**src/rtl/irq_entry_pkg.sv**
```systemverilog
package irq_entry_pkg;

  localparam logic [2:0] MODE_FIXED = 3'b000;
  localparam logic [2:0] MODE_SMI   = 3'b010;
  localparam logic [2:0] MODE_NMI   = 3'b100;
  localparam logic [2:0] MODE_INIT  = 3'b101;
  localparam logic [2:0] MODE_EXT   = 3'b111;

  typedef enum logic [2:0] {
    KIND_NONE,
    KIND_FIXED,
    KIND_SMI,
    KIND_NMI,
    KIND_INIT,
    KIND_EXT
  } kind_e;

  // Strobes from control to datapath
  typedef struct packed {
    logic cfgLoad;
    logic fireFixed;
    logic fireSmi;
    logic fireNmi;
    logic fireInit;
    logic ackStart;
    logic ackDone;
  } strobes_t;

  function automatic kind_e decodeMode(input logic [2:0] mode);
    case (mode)
      MODE_FIXED: decodeMode = KIND_FIXED;
      MODE_SMI:   decodeMode = KIND_SMI;
      MODE_NMI:   decodeMode = KIND_NMI;
      MODE_INIT:  decodeMode = KIND_INIT;
      MODE_EXT:   decodeMode = KIND_EXT;
      default:    decodeMode = KIND_NONE;
    endcase
  endfunction

endpackage

```
**src/rtl/irq_entry_ctrl.sv**
```systemverilog
module irq_entry_ctrl
  import irq_entry_pkg::*;
(
  input  logic     clk,
  input  logic     rstN,
  input  logic     cfgWrEn,
  input  logic     srcEvent,
  input  logic     coreAccept,
  input  logic     extVecValid,
  input  kind_e    modeKind,
  output strobes_t strobes,
  output logic     statusBit
);

  typedef enum logic {ST_IDLE, ST_WAIT} state_e;
  state_e state;

  logic takeEvent;

  // An event is taken only when idle, not pending, and under a known code
  assign takeEvent = (state == ST_IDLE) && !statusBit && srcEvent
                     && (modeKind != KIND_NONE);

  always_comb begin
    strobes           = '0;
    strobes.cfgLoad   = cfgWrEn;
    strobes.fireFixed = takeEvent && (modeKind == KIND_FIXED);
    strobes.fireSmi   = takeEvent && (modeKind == KIND_SMI);
    strobes.fireNmi   = takeEvent && (modeKind == KIND_NMI);
    strobes.fireInit  = takeEvent && (modeKind == KIND_INIT);
    strobes.ackStart  = takeEvent && (modeKind == KIND_EXT);
    strobes.ackDone   = (state == ST_WAIT) && extVecValid;
  end

  always_ff @(posedge clk) begin
    if (!rstN) begin
      state     <= ST_IDLE;
      statusBit <= 1'b0;
    end else begin
      if (strobes.ackStart)     state <= ST_WAIT;
      else if (strobes.ackDone) state <= ST_IDLE;

      if (takeEvent)                                statusBit <= 1'b1;
      else if (coreAccept && (state == ST_IDLE))    statusBit <= 1'b0;
    end
  end

endmodule

```
**src/rtl/irq_entry_dp.sv**
```systemverilog
module irq_entry_dp
  import irq_entry_pkg::*;
#(
  parameter int VEC_W = 8,
  localparam int CFG_W = VEC_W + 5,
  localparam int STAT_POS = VEC_W + 4
) (
  input  logic             clk,
  input  logic             rstN,
  input  strobes_t         strobes,
  input  logic [CFG_W-1:0] cfgWrData,
  input  logic [VEC_W-1:0] extVector,
  input  logic             statusBit,
  output logic [CFG_W-1:0] cfgRdData,
  output kind_e            modeKind,
  output logic             coreVecValid,
  output logic [VEC_W-1:0] coreVector,
  output logic             coreExtFlag,
  output logic             coreSmi,
  output logic             coreNmi,
  output logic             coreInit,
  output logic             extAckReq
);

  logic [VEC_W-1:0] vecReg;
  logic [2:0]       modeReg;
  logic             unusedWrBits;

  // Status position and spare bits of the write word are not stored
  assign unusedWrBits = ^cfgWrData[CFG_W-1:VEC_W+3];

  always_ff @(posedge clk) begin
    if (!rstN) begin
      vecReg  <= '0;
      modeReg <= '0;
    end else if (strobes.cfgLoad) begin
      vecReg  <= cfgWrData[VEC_W-1:0];
      modeReg <= cfgWrData[VEC_W+2:VEC_W];
    end
  end

  assign modeKind = decodeMode(modeReg);

  always_comb begin
    cfgRdData                    = '0;
    cfgRdData[VEC_W-1:0]         = vecReg;
    cfgRdData[VEC_W+2:VEC_W]     = modeReg;
    cfgRdData[STAT_POS]          = statusBit;
  end

  always_ff @(posedge clk) begin
    if (!rstN) begin
      coreVecValid <= 1'b0;
      coreVector   <= '0;
      coreExtFlag  <= 1'b0;
      coreSmi      <= 1'b0;
      coreNmi      <= 1'b0;
      coreInit     <= 1'b0;
      extAckReq    <= 1'b0;
    end else begin
      coreVecValid <= strobes.fireFixed | strobes.ackDone;
      coreSmi      <= strobes.fireSmi;
      coreNmi      <= strobes.fireNmi;
      coreInit     <= strobes.fireInit;
      if (strobes.ackDone) begin
        coreVector  <= extVector;
        coreExtFlag <= 1'b1;
      end else if (strobes.fireFixed) begin
        coreVector  <= vecReg;
        coreExtFlag <= 1'b0;
      end
      if (strobes.ackStart)     extAckReq <= 1'b1;
      else if (strobes.ackDone) extAckReq <= 1'b0;
    end
  end

endmodule

```
**src/rtl/irq_entry_dispatch.sv**
```systemverilog
module irq_entry_dispatch
  import irq_entry_pkg::*;
#(
  parameter int VEC_W = 8
) (
  input  logic               clk,
  input  logic               rstN,
  input  logic               cfgWrEn,
  input  logic [VEC_W+4:0]   cfgWrData,
  output logic [VEC_W+4:0]   cfgRdData,
  input  logic               srcEvent,
  input  logic               coreAccept,
  output logic               coreVecValid,
  output logic [VEC_W-1:0]   coreVector,
  output logic               coreExtFlag,
  output logic               coreSmi,
  output logic               coreNmi,
  output logic               coreInit,
  output logic               extAckReq,
  input  logic               extVecValid,
  input  logic [VEC_W-1:0]   extVector
);

  strobes_t strobes;
  kind_e    modeKind;
  logic     statusBit;

  irq_entry_ctrl u_ctrl (
    .clk         (clk),
    .rstN        (rstN),
    .cfgWrEn     (cfgWrEn),
    .srcEvent    (srcEvent),
    .coreAccept  (coreAccept),
    .extVecValid (extVecValid),
    .modeKind    (modeKind),
    .strobes     (strobes),
    .statusBit   (statusBit)
  );

  irq_entry_dp #(.VEC_W(VEC_W)) u_dp (
    .clk          (clk),
    .rstN         (rstN),
    .strobes      (strobes),
    .cfgWrData    (cfgWrData),
    .extVector    (extVector),
    .statusBit    (statusBit),
    .cfgRdData    (cfgRdData),
    .modeKind     (modeKind),
    .coreVecValid (coreVecValid),
    .coreVector   (coreVector),
    .coreExtFlag  (coreExtFlag),
    .coreSmi      (coreSmi),
    .coreNmi      (coreNmi),
    .coreInit     (coreInit),
    .extAckReq    (extAckReq)
  );

endmodule

```
**config.mk**
```make
export PLATFORM = sky130hd
export DESIGN_NAME = irq_entry_dispatch
export DESIGN_NICKNAME = d
export VERILOG_FILES = /design/src/rtl/irq_entry_pkg.sv /design/src/rtl/irq_entry_ctrl.sv /design/src/rtl/irq_entry_dp.sv /design/src/rtl/irq_entry_dispatch.sv
export SDC_FILE = /design/constraint.sdc
export NUM_CORES = 1
export LEC_CHECK = 0
export ABC_AREA = 1
export BUFFER_PORTS_ARGS = -buffer_cell sky130_fd_sc_hd__buf_2
export CAP_MARGIN = 10
export CORE_ASPECT_RATIO = 0.9
export CORE_MARGIN = 2
export CORE_UTILIZATION = 45
export DETAILED_ROUTE_END_ITERATION = 10
export GPL_TIMING_DRIVEN = 0
export HOLD_SLACK_MARGIN = 0.08
export PLACE_DENSITY = 0.78
export REMOVE_ABC_BUFFERS = 1
export SYNTH_ARGS = -nofsm -noshare
export SYNTH_HDL_FRONTEND = slang
export SYNTH_SLANG_ARGS = --single-unit
```
**constraint.sdc**
```tcl
create_clock -name clk -period 1.2 [get_ports clk]
set_input_delay 0.06 -clock clk [delete_from_list [all_inputs] [get_ports clk]]
set_output_delay 0.06 -clock clk [all_outputs]
set_load 0.005 [all_outputs]
```
==> out/qor.txt, run 1 <==
depth of the most critical reg-to-reg path: 3
cells along the critical path: dlygate4sd3_1 > buf_2 > nor2_1 > nor2_1 > dlygate4sd3_1
GP Congestion: 0.807
buffers and inverters on the worst path: 3
Crit path depth: 5
Clock Skews: 0.00735 ns
CTS Buf Count: 3
MaxCap Viol Count: 0
wire length after detailed routing: 2680 µm
HPWL Detailed: 1810 µm
critical path arrival: 1.41 ns
IO Count: 54
flops & latches, synth: 26
fin crit period: 1.20 ns
Initial Utilization: 0.475
GRT Residual Overflow: 0
Place WS: 0.114 ns
GR Util All Layers: 0.191
Critical R2R Launch: u_dp.vecReg[1]$_SDFFE_PN0P_
multi-input logic area: 541 µm²
Mapped Cells: 163
Layout Nets: 264
DRC viols: 0
core region area: 2450 µm²
P per Cell Area: 1040 nW/µm²
hold depth: 3
sequential cell area: 527 µm²
Detail Route Antenna Nets: 0
Detailed Route Iter0 Violations: 21
Critical Path End Type: flip-flop
R2R Path End: u_dp.vecReg[1]$_SDFFE_PN0P_
clk buf depth: 2
Top delay family on crit path: buffers and inverters
post-route cell area: 1710 µm²
# H-tree levels: 1
largest net degree at the start of global routing: 22
warnings from Yosys: 0
CP Max Fanout: 1
Die ar.: 3000 µm²
dpl cell area: 1410 µm²
Avg Synthesized Cell Area: 7.12 µm²
via count: 1204
number of global-route vias before repair: 1088
CTS tree: built
clock slew at reported path FFs: 0.13 ns
area grow syn2layout: 47.2%
Worst Path Required: 1.42 ns
Setup-failing EPs final: 0
min setup slack post-route: 0.00336 ns
GR peak layer: met2
status: complete, no violations
register area share after synthesis: 0.448
# rows: 17
Sink Count: 26
final hold vios: 0
WL per Instance: 10.2 µm
DR pass1 iterations: 4
Worst Hold Endpoint: u_dp.vecReg[0]$_SDFFE_PN0P_
GR Layer Usage met2: 0.341
maximum vdd drop: 0.804 mV
fin. max-slew vios: 0
WS Path Type: primary input to flip-flop
Max Fclk: 836 MHz
Port Buffers: 50
GR Layer Usage met3: 0.0568
P_leak: 0.924 nW
vias per cell: 4.56
worst hold path class: primary input to flip-flop
GR Util met1: 0.229
hold path startpoint: cfgWrEn
initial antenna violation count: 0
n_diodes: 0
slowest stage cell on the critical path: dlygate4sd3_1
Yosys cell types: 22
worst skew pair latency: 0.32 ns
Filler Cells Inserted: 208
fraction of layout cells with a size suffix above 1: 0.326
Die H: 52.2 µm
Die Wd: 57.5 µm
period utilization: 0.997
Root Driver: clkbuf_4
mapped cell area: 1160 µm²
largest registers: u_dp.coreVector x8, u_dp.vecReg x8, u_dp.modeReg x3
worst stage delay on the critical path: 0.55 ns
final core occ: 0.699
first-pass GRT wire length: 4490 µm
reg-to-reg slack, setup: 0.05 ns
Setup crit start kind: primary input
layout by cell type (no fill, tap or decap), types with 2 or more instances in the layout:
| cell type | count |
|---|---|
| a21oi_1 | 5 |
| buf_2 | 50 |
| clkbuf_4 | 3 |
| dfxtp_1 | 21 |
| dfxtp_2 | 5 |
| dlygate4sd3_1 | 25 |
| inv_1 | 16 |
| nand2_1 | 41 |
| nand2_4 | 2 |
| nand3_1 | 10 |
| nor2_1 | 26 |
| nor2_2 | 9 |
| nor3_1 | 2 |
| o21ai_0 | 7 |
| o21ai_1 | 3 |
metal layers:
metal / part of all wire / vias to the layer above
li1: - / 648
met1: 0.47 / 520
met2: 0.47 / 32
met3: 0.056 / 4
met4: 0.0056 / 0
met5: 0 / -
power by group:
part           internal [mW]  switching, mW  total (mW)
Clock                  0.186          0.252       0.437
Combinational          0.192          0.187       0.379
Sequential             0.923         0.0348       0.957
stage by stage:
stage | setup TNS, ns | power [mW] | hold WS (ns) | std cells
6_report | 0 | 1.77 | 0.0741 | 264
5_1_grt | -0.00223 | 1.88 | 0.0875 | 264
4_1_cts | 0 | 1.78 | 0.0831 | 265
3_5_place_dp | 0 | 1.28 | 0.291 | 235
3_3_place_gp | 0 | 1.28 | 0.284 | 235
2_1_floorplan | 0 | 1.15 | 0.180 | 157
synth_stat cells:
| library cell | n | area (µm²) |
|---|---|---|
| a21oi_1 | 5 | 25.0 |
| inv_1 | 16 | 60.1 |
| conb_1 | 1 | 3.75 |
| nor2_1 | 29 | 109 |
| inv_4 | 1 | 6.26 |
| inv_2 | 1 | 3.75 |
| o21ai_0 | 11 | 55.1 |
| nor2_4 | 1 | 11.3 |
| buf_4 | 2 | 15.0 |
| buf_6 | 1 | 11.3 |
| nand2_2 | 1 | 6.26 |
| nor2_2 | 6 | 37.5 |
| nor3_1 | 2 | 10.0 |
| nand2_1 | 41 | 154 |
| nor2_8 | 1 | 20.0 |
| nor4_1 | 1 | 6.26 |
| nand3_2 | 1 | 10.0 |
| dfxtp_1 | 26 | 521 |
| o32ai_1 | 1 | 8.76 |
| nand2_4 | 2 | 22.5 |
| buf_2 | 3 | 15.0 |
| nand3_1 | 10 | 50.1 |
worst min-delay path, cell delays in order:
cell     delay (ns)
buf_2          0.16
o21ai_1        0.07
nor2_1         0.07
worst max-delay path by stage:
| stage | start | to | slack, ns |
|---|---|---|---|
| CTS | cfgWrData[3] | u_dp.vecReg[3]$_SDFFE_PN0P_ | 0.02 |
| global placement | u_dp.modeReg[2]$_SDFFE_PN0P_ | u_dp.coreVector[6]$_SDFFE_PN0P_ | 0.14 |
| detailed placement | u_dp.modeReg[0]$_SDFFE_PN0P_ | u_dp.coreVector[6]$_SDFFE_PN0P_ | 0.11 |
| floorplan | u_dp.modeReg[0]$_SDFFE_PN0P_ | u_dp.coreVector[5]$_SDFFE_PN0P_ | 0.19 |
| global route | cfgWrData[3] | u_dp.vecReg[3]$_SDFFE_PN0P_ | -0.002 |
| finish | cfgWrData[1] | u_dp.vecReg[1]$_SDFFE_PN0P_ | 0.003 |
cells by family after synthesis:
| kind of cell | after synthesis | synth area share |
|---|---|---|
| other | 1 | 0.00323 |
| flip-flops | 26 | 0.448 |
| buffers and inverters | 24 | 0.0959 |
| AND/OR/NAND/NOR | 95 | 0.376 |
| AO/OA/AOI/OAI | 17 | 0.0765 |
timing repair:
item / 4_1_cts / 5_1_grt
setup buffers: 0 / 0
resized for setup: 0 / 13
setup endpoints to repair: 0 / 7
hold buffers: 26 / 0
hold endpoints to repair: 22 / 0
cell type report:
class / count / area share
multi-input cells: 113 / 0.316
flip-flops and latches: 26 / 0.308
repair buffers: 75 / 0.293
inverters: 18 / 0.0410
clock buffers: 4 / 0.0212
well taps: 28 / 0.0205
Power figures use the tool's default switching activity.
==> run 2, diff against run 1 <==
--- a/config.mk
+++ b/config.mk
@@ -6,15 +6,15 @@
 export NUM_CORES = 1
 export LEC_CHECK = 0
 export ABC_AREA = 1
-export BUFFER_PORTS_ARGS = -buffer_cell sky130_fd_sc_hd__buf_2
 export CAP_MARGIN = 10
 export CORE_ASPECT_RATIO = 0.9
 export CORE_MARGIN = 2
-export CORE_UTILIZATION = 45
+export CORE_UTILIZATION = 60
 export DETAILED_ROUTE_END_ITERATION = 10
+export DONT_BUFFER_PORTS = 1
 export GPL_TIMING_DRIVEN = 0
 export HOLD_SLACK_MARGIN = 0.08
-export PLACE_DENSITY = 0.78
+export PLACE_DENSITY = 0.76
 export REMOVE_ABC_BUFFERS = 1
 export SYNTH_ARGS = -nofsm -noshare
 export SYNTH_HDL_FRONTEND = slang
==> run 2 against run 1 <==
Sequential power is 2.1% higher. Utilization is 11 points higher. Register-to-register slack better by 0.06 ns. Highest routed layer unchanged. Routed wire length is 17% higher. Clock skew is 0.0063 ns lower.
==> out/qor.txt, run 2 (same netlist as run 1, synthesis figures left out) <==
status: complete, no violations
Filler Cells Inserted: 130 (-38%)
Setup crit start kind: flip-flop
core region area: 1880 µm² (-23%)
wire length after detailed routing: 3140 µm (+17%)
sequential cell area: 529 µm² (+0.48%)
cells along the critical path: inv_1 > nand2_2 > nor2_4 > nand2_4 > nand3_1 > nand2_1 > nor2_1
# H-tree levels: 1 (unchanged)
post-route cell area: 1510 µm² (-12%)
critical path arrival: 1.35 ns (-0.06 ns)
Worst Max-Slew Pin Slew: 0.507 ns
Critical Path End Type: flip-flop
Setup-failing EPs final: 0 (unchanged)
Die ar.: 2300 µm² (-23%)
Sink Count: 26 (unchanged)
crit path capture: u_dp.coreVector[6]$_SDFFE_PN0P_
fraction of layout cells with a size suffix above 1: 0.141 (-0.185)
RSZ-0062 raised after global routing: no
dpl cell area: 1150 µm² (-18%)
initial antenna violation count: 0 (unchanged)
Met3 Routed Length: 205 µm (+38%)
final hold vios: 0 (unchanged)
clk buf depth: 2 (unchanged)
min setup slack post-route: 0.111 ns (+0.108 ns)
area grow syn2layout: 30.0%
Sum Neg Setup Slack: 0 ns (unchanged)
GP Congestion: 0.861 (+6.7%)
CTS tree: built
WL met1: 1230 µm (-2.3%)
multi-input logic area: 539 µm² (-0.23%)
number of global-route vias before repair: 1081 (-0.64%)
worst hold path class: primary input to flip-flop
Initial Utilization: 0.619 (+0.144)
fin crit period: 1.09 ns (-0.108 ns)
# rows: 15 (-2)
Die H: 45.7 µm (-12%)
worst skew pair latency: 0.31 ns (about the same)
first-pass GRT wire length: 4810 µm (+7.2%)
via count: 1118 (-7.1%)
Clock Skews: 0.00103 ns (-0.00632 ns)
Layout Nets: 219 (-17%)
Detail Route Antenna Nets: 0 (unchanged)
most frequent cells in the layout: nand2_1, dlygate4sd3_1, nor2_1
Root Driver: clkbuf_4
maximum vdd drop: 0.852 mV (+6.0%)
GRT Residual Overflow: 0 (unchanged)
CTS Buf Count: 3 (unchanged)
P_leak: 0.716 nW (-22%)
commonest non-fill, non-tap cell in the layout: nand2_1
Max Fclk: 918 MHz (+9.9%)
n_diodes: 0 (unchanged)
depth of the most critical reg-to-reg path: 7 (+4)
Worst Setup SP: u_ctrl.statusBit$_SDFFE_PN0P_
slowest stage cell on the critical path: dfxtp_2
Worst Path Required: 1.46 ns (+0.04 ns)
largest net degree at the start of global routing: 19 (-14%)
met2 wire len: 1650 µm (+31%)
Place WS: 0.0871 ns (-0.0274 ns)
Die Wd: 50.4 µm (-12%)
fin. max-slew vios: 0 (unchanged)
IO Count: 54 (unchanged)
period utilization: 0.907 (-0.0899)
GR Util All Layers: 0.289 (+0.0983)
reg-to-reg slack, setup: 0.11 ns (+0.06 ns)
DRC viols: 0 (unchanged)
Max Used Layer: met4
MaxCap Viol Count: 0 (unchanged)
largest registers: u_dp.coreVector x8, u_dp.vecReg x8, u_dp.modeReg x3
R2R Path End: u_dp.coreVector[6]$_SDFFE_PN0P_
Critical R2R Launch: u_ctrl.statusBit$_SDFFE_PN0P_
P per Cell Area: 1150 nW/µm² (+10%)
CP Max Fanout: 9 (+8)
hold depth: 3 (unchanged)
HPWL Detailed: 1660 µm (-8.3%)
vias per cell: 5.18 (+13%)
Detailed Route Iter0 Violations: 18 (-14%)
DR pass1 iterations: 4 (unchanged)
worst stage delay on the critical path: 0.36 ns (-0.19 ns)
post-CTS setup buffers: 0 (unchanged)
relative max-transition margin: 0.661
WS Path Type: flip-flop to flip-flop
Port Buffers: 0 (-100%)
WL per Instance: 14.5 µm (+43%)
clock slew at reported path FFs: 0.14 ns (about the same)
## run 2: cell type report
cell class                      count  share of cell area
Sequential cell                    26               0.351
Timing Repair Buffer               30               0.201
Tap cell                           25              0.0207
Inverter                           18              0.0464
Clock buffer                        4              0.0240
Multi-Input combinational cell    113               0.357
## run 2: worst max-delay path, delay by kind of cell (launching register included)
kind	cells	cell delay (ns)
buffers and inverters	1	0.10
flip-flops	1	0.36
AND/OR/NAND/NOR	6	0.57
## run 2: through the flow
stage               total power, mW  hold slack [ns]  utilization  instances
finish                         1.73           0.0837        0.804        216
global route                   1.81            0.103        0.804        216
CTS                            1.70           0.0815        0.787        215
detailed placement             1.19            0.187        0.613        182
global placement               1.18            0.184        0.613        182
floorplan                      1.15            0.180            -        157
## run 2: worst min path at each step
| stage | startpoint | end | slack [ns] |
|---|---|---|---|
| after floorplan | extVecValid | u_ctrl.state$_SDFFE_PN0P_ | 0.18 |
| after global placement | extVecValid | u_ctrl.state$_SDFFE_PN0P_ | 0.18 |
| after detailed placement | rstN | u_dp.coreVector[5]$_SDFFE_PN0P_ | 0.19 |
| after CTS | cfgWrEn | u_dp.vecReg[5]$_SDFFE_PN0P_ | 0.08 |
| after global routing | rstN | u_dp.vecReg[6]$_SDFFE_PN0P_ | 0.10 |
| final | cfgWrEn | u_dp.vecReg[3]$_SDFFE_PN0P_ | 0.08 |
## run 2: per-layer routing
| layer | vias up | track usage |
|---|---|---|
| li1 | 559 | - |
| met2 | 49 | 0.550 |
| met1 | 504 | 0.327 |
| met3 | 6 | 0.0691 |
| met4 | 0 | 0.0811 |
| met5 | - | 0 |
## run 2: repair_timing
action | 4_1_cts | 5_1_grt
endpoints found under the setup margin | 0 | 10
hold buffers | 29 | 2
resized for setup | 0 | 12
hold endpoints to repair | 26 | 1
## run 2: power breakdown
group / internal (mW) / total (mW) / switching [mW]
Combinational: 0.143 / 0.310 / 0.167
Sequential: 0.924 / 0.977 / 0.0526
Clock: 0.185 / 0.441 / 0.256
Total: 1.25 / 1.73 / 0.475
